[config.mk]
export PLATFORM = sky130hd
export DESIGN_NAME = cdt_xfer_top
export DESIGN_NICKNAME = d
export VERILOG_FILES = /design/src/rtl/cdt_pkg.sv /design/src/rtl/cdt_ctrl_reg.sv /design/src/rtl/cdt_addr_gen.sv /design/src/rtl/cdt_seq.sv /design/src/rtl/cdt_xfer_top.sv
export SDC_FILE = /design/constraint.sdc
export NUM_CORES = 1
export LEC_CHECK = 0
export BUFFER_PORTS_ARGS = -buffer_cell sky130_fd_sc_hd__buf_2
export CAP_MARGIN = 15
export CORE_UTILIZATION = 42
export CTS_BUF_LIST = sky130_fd_sc_hd__clkbuf_4 sky130_fd_sc_hd__clkbuf_8
export DETAILED_ROUTE_END_ITERATION = 10
export PLACE_DENSITY = 0.93
export SLEW_MARGIN = 20
export SYNTH_ARGS = -nofsm -noshare
export SYNTH_HDL_FRONTEND = slang
export SYNTH_HIERARCHICAL = 1
export SYNTH_SLANG_ARGS = --single-unit
[constraint.sdc]
create_clock -name clk -period 2.2 [get_ports clk]
set_input_delay 0.11 -clock clk [delete_from_list [all_inputs] [get_ports clk]]
set_output_delay 0.11 -clock clk [all_outputs]
set_load 0.05 [all_outputs]
[src/rtl/cdt_pkg.sv]
package cdt_pkg;

    localparam int CDT_CB_W   = 5;
    localparam int CDT_IDX_W  = 7;
    localparam int CDT_BB_W   = 10;
    localparam int CDT_DATA_W = 32;
    localparam int CDT_BE_W   = CDT_DATA_W / 8;
    localparam int CDT_ADDR_W = CDT_CB_W + CDT_IDX_W;

    // Packed MSB first: field order is the control word bit layout.
    typedef struct packed {
        logic                 go;
        logic [CDT_CB_W-1:0]  chan_base;
        logic [CDT_BB_W-1:0]  buf_base;
        logic                 wide;
        logic [CDT_IDX_W-1:0] idx_a;
        logic                 to_ram;
        logic [CDT_IDX_W-1:0] idx_b;
    } ctrl_t;

    typedef enum logic [2:0] {
        ST_IDLE,
        ST_RD0,
        ST_WR0,
        ST_RD1,
        ST_WR1,
        ST_DONE
    } seq_state_e;

endpackage

[src/rtl/cdt_ctrl_reg.sv]
module cdt_ctrl_reg
    import cdt_pkg::*;
(
    input  logic  clk,
    input  logic  rst_n,
    input  logic  wr_en,
    input  ctrl_t wr_word,
    input  logic  clr_go,
    output ctrl_t word_q
);

    always_ff @(posedge clk or negedge rst_n) begin
        if (!rst_n) begin
            word_q <= '0;
        end else if (wr_en) begin
            word_q <= wr_word;
        end else if (clr_go) begin
            word_q.go <= 1'b0;
        end
    end

endmodule

[src/rtl/cdt_addr_gen.sv]
module cdt_addr_gen
    import cdt_pkg::*;
#(
    parameter int ADDR_W = CDT_ADDR_W,
    parameter int BE_W   = CDT_BE_W
) (
    input  logic [CDT_CB_W-1:0]  chan_base,
    input  logic [CDT_BB_W-1:0]  buf_base,
    input  logic [CDT_IDX_W-1:0] idx_a,
    input  logic [CDT_IDX_W-1:0] idx_b,
    input  logic                 to_ram,
    input  logic                 wide,
    input  logic                 second,
    input  logic                 store,
    output logic [ADDR_W-1:0]    addr,
    output logic [BE_W-1:0]      be
);

    localparam int PAD_W = ADDR_W - CDT_BB_W - 1;

    logic [ADDR_W-1:0] param_word;
    logic [ADDR_W-1:0] buf_word;
    logic [ADDR_W-1:0] src_word;
    logic [ADDR_W-1:0] dst_word;

    always_comb begin
        param_word = {chan_base, (second ? idx_b : idx_a)};
        buf_word   = {{PAD_W{1'b0}}, buf_base, second};
        src_word   = to_ram ? buf_word   : param_word;
        dst_word   = to_ram ? param_word : buf_word;
        addr       = store ? dst_word : src_word;
        be         = wide ? {BE_W{1'b1}} : {1'b0, {(BE_W-1){1'b1}}};
    end

endmodule

[src/rtl/cdt_seq.sv]
module cdt_seq
    import cdt_pkg::*;
(
    input  logic       clk,
    input  logic       rst_n,
    input  logic       launch,
    output seq_state_e state,
    output logic       mem_req,
    output logic       mem_store,
    output logic       second,
    output logic       clr_go,
    output logic       idle
);

    seq_state_e nxt;

    always_ff @(posedge clk or negedge rst_n) begin
        if (!rst_n) begin
            state <= ST_IDLE;
        end else begin
            state <= nxt;
        end
    end

    always_comb begin
        nxt = state;
        unique case (state)
            ST_IDLE: if (launch) nxt = ST_RD0;
            ST_RD0:  nxt = ST_WR0;
            ST_WR0:  nxt = ST_RD1;
            ST_RD1:  nxt = ST_WR1;
            ST_WR1:  nxt = ST_DONE;
            ST_DONE: nxt = ST_IDLE;
            default: nxt = ST_IDLE;
        endcase
    end

    always_comb begin
        mem_req   = 1'b0;
        mem_store = 1'b0;
        second    = 1'b0;
        clr_go    = 1'b0;
        idle      = 1'b0;
        unique case (state)
            ST_IDLE: idle = 1'b1;
            ST_RD0:  mem_req = 1'b1;
            ST_WR0: begin
                mem_req   = 1'b1;
                mem_store = 1'b1;
            end
            ST_RD1: begin
                mem_req = 1'b1;
                second  = 1'b1;
            end
            ST_WR1: begin
                mem_req   = 1'b1;
                mem_store = 1'b1;
                second    = 1'b1;
                clr_go    = 1'b1;
            end
            ST_DONE: ;
            default: ;
        endcase
    end

endmodule

[src/rtl/cdt_xfer_top.sv]
module cdt_xfer_top
    import cdt_pkg::*;
#(
    parameter int DATA_W = CDT_DATA_W,
    parameter int ADDR_W = CDT_ADDR_W,
    parameter int BE_W   = DATA_W / 8
) (
    input  logic              clk,
    input  logic              rst_n,
    input  logic              host_sel,
    input  logic              host_wr,
    input  logic [DATA_W-1:0] host_wdata,
    output logic [DATA_W-1:0] host_rdata,
    output logic              host_ready,
    output logic              ram_req,
    output logic              ram_we,
    output logic [ADDR_W-1:0] ram_addr,
    output logic [BE_W-1:0]   ram_be,
    output logic [DATA_W-1:0] ram_wdata,
    input  logic [DATA_W-1:0] ram_rdata
);

    ctrl_t      wr_word;
    ctrl_t      word_q;
    seq_state_e state;
    logic       launch;
    logic       reg_wr;
    logic       mem_req;
    logic       mem_store;
    logic       second;
    logic       clr_go;
    logic       idle;
    logic [BE_W-1:0] be_w;

    assign wr_word = ctrl_t'(host_wdata);
    assign reg_wr  = idle && host_sel && host_wr;
    assign launch  = reg_wr && wr_word.go;

    cdt_ctrl_reg u_reg (
        .clk     (clk),
        .rst_n   (rst_n),
        .wr_en   (reg_wr),
        .wr_word (wr_word),
        .clr_go  (clr_go),
        .word_q  (word_q)
    );

    cdt_seq u_seq (
        .clk       (clk),
        .rst_n     (rst_n),
        .launch    (launch),
        .state     (state),
        .mem_req   (mem_req),
        .mem_store (mem_store),
        .second    (second),
        .clr_go    (clr_go),
        .idle      (idle)
    );

    cdt_addr_gen #(
        .ADDR_W (ADDR_W),
        .BE_W   (BE_W)
    ) u_addr (
        .chan_base (word_q.chan_base),
        .buf_base  (word_q.buf_base),
        .idx_a     (word_q.idx_a),
        .idx_b     (word_q.idx_b),
        .to_ram    (word_q.to_ram),
        .wide      (word_q.wide),
        .second    (second),
        .store     (mem_store),
        .addr      (ram_addr),
        .be        (be_w)
    );

    always_comb begin
        host_rdata = word_q;
        host_ready = (idle && !launch) || (state == ST_DONE);
        ram_req    = mem_req;
        ram_we     = mem_store;
        ram_be     = mem_store ? be_w : {BE_W{1'b0}};
        ram_wdata  = ram_rdata;
    end

endmodule

==> impl_metrics.yaml <==
outcome:
  outcome: "finished clean"
hold_path:
  hold_path.class: "in -> reg"
clock_tree:
  cts_tree: "built"
  cts_root_buffer: "clkbuf_8"
  clock_latency_ns: 0.28
  clock_path_buffers: 2
  clk_pin_slew_ns: 0.07
  htreeDepth: 2
  numCtsBuffers: 5
  clock-sinks: 35
drt:
  drt-initial-drc-count: 65
  num_vias: 1358
  ant_nets: 0
  routed_wl_um: 4120
  via_per_inst: 4.67
  drc_errors: 0
  drt_pass1_iterations: 4
  post_drt_wl_per_cell_um: 14.2
grt:
  grt.overflow.total: 0
  use_met1: 0.192
  gr-usage-met3: 0.0542
  grt_pass1_wl_um: 6420
  grt_max_degree: 36
  grt_pass1_vias: 1340
  track_usage: 0.161
  use_met2: 0.268
  top_usage_layer: "met2"
  antenna_found_initial: 0
job:
  drv_cap: 0
placement:
  dp.cells: 280
  post-dp-hpwl_um: 2980
  port_buffers: 86
  place.gp.congestion: 0.665
die:
  core_area_um2: 4750
  io_pins: 151
  start_util: 0.439
  die-area_um2: 5260
  fp-row-count: 25
  die_w_um: 72.5
  die_h_um: 72.5
finish:
  seq_area_um2: 877
  synthToLayoutAreaGrowth_pct: 17.1
  nFillCells: 437
  nets: 291
  multi_input_area_um2: 857
  antenna_cells: 0
  stdcell_count: 291
  layout_commonest_cell: "buf_2"
  final_cell_mix: "buf_2 (86), dfrtp_1 (34), mux2_4 (28)"
  final_core_util: 0.514
  drive_gt1_frac: 0.670
logic_synthesis:
  synthDistinctLibCells: 28
  synth_area_leaders: "dfrtp_1 (42%), mux2_4 (20%), buf_4 (13%)"
  ys_ff_latch: 35
  postSynthCellCount: 164
  async_reset_ff_frac: 1.00
  synth_ff_type: "dfrtp_1"
  synth.top_cell.area_share: 0.419
  syn_area_per_cell_um2: 12.7
  syn_area_um2: 2090
  ys.warnings.count: 6
  yosys.area.top_type: "dfrtp_1"
  synth_edf_count: 0
  synth-seq-area-share: 0.419
setup_path:
  cp-start-kind: "flop"
  crit_type: "reg -> out"
  cp-end-kind: "output pin"
  cp_max_fo: 19
  required_ns: 2.09
  arrival_ns: 1.98
timing:
  setup_violations: 0
  fin_worst_skew_ns: 0.00436
  tightestPinTransition_ns: 0.775
  hold_viol_final: 0
  clock.fmax_mhz: 479
  period_share: 0.950
  slew_headroom: 0.483
  rsz0062_at_grt: "no"
  slew_viol_final: 0
  period_needed_ns: 2.09
## registers in the layout (all words and copies together) (netlist names)
name	cells
u_seq/state	3
u_reg/word_q	32
## worst max-delay path: stages, from the launching register on
cell,delay (ns)
dfrtp_1,0.52
nor2_4,0.23
xor2_2,0.20
buf_12,0.19
mux2_2,0.35
buf_2,0.21
## per-stage QoR
step                      hold WS, ns  setup slack, ns  instance area (um^2)  TNS, ns
after floorplan                -0.186          -0.0419                  2120   -0.126
after global placement          0.220            0.306                  2300        0
after detailed placement        0.220            0.229                  2300        0
after CTS                      0.0455           0.0853                  2440        0
after global routing           0.0419           0.0272                  2450        0
final                          0.0578            0.111                  2450        0
## layer usage
| metal | wire, um | vias to the layer above | part of all wire |
|---|---|---|---|
| met5 | 0 | - | 0 |
| met4 | 80 | 0 | 0.019 |
| met3 | 300 | 15 | 0.073 |
| met2 | 2040 | 66 | 0.50 |
| met1 | 1700 | 650 | 0.41 |
| li1 | - | 627 | - |
## cell families after synthesis
group                  synth area share
AO/OA/AOI/OAI                    0.0437
other                           0.00180
buffers and inverters             0.188
flip-flops                        0.419
XOR/XNOR                         0.0162
multiplexers                      0.268
AND/OR/NAND/NOR                  0.0635
## cell usage after synthesis, types with 2 or more instances
cell,n
xnor2_1,2
buf_6,4
inv_1,2
and2_1,4
o21bai_1,2
dfrtp_1,35
nand2_1,8
o21ai_0,8
buf_12,3
mux2_4,28
buf_4,36
nor2_1,5
mux2i_1,6
mux2_2,7
## worst paths after layout
check | startpoint | endpoint | slack, ns | cells past startpoint
worst max register to register | u_seq/state[1] | u_reg/word_q[29] | 0.36 | 5
worst min-delay path | host_wdata[0] | u_reg/word_q[0] | 0.06 | 2
min in group asynchronous | rst_n | u_reg/word_q[23] | 0.44 | 2
max in group asynchronous | rst_n | u_seq/state[1] | 1.23 | 2
worst max-delay path | u_seq/state[0] | ram_addr[10] | 0.11 | 5
worst min register to register | u_reg/word_q[31] | u_reg/word_q[31] | 0.51 | 1
## repair_timing
action | in CTS | in global routing
endpoints found under the setup margin | 4 | 1
hold buffers | 1 | 0
gates resized for setup | 2 | 1
hold endpoints to repair | 35 | 0
cloned | 0 | 0
buffers inserted | 2 | 0
## cell type report
cell class	count	share of cell area
flip-flops and latches	35	0.359
clock buffers	8	0.0425
inverters	2	0.00307
repair buffers	95	0.211
multi-input cells	84	0.350
well taps	67	0.0343
Power is not shown: default switching activity piles up to over one toggle a cycle in this logic, so the estimate is an artifact.
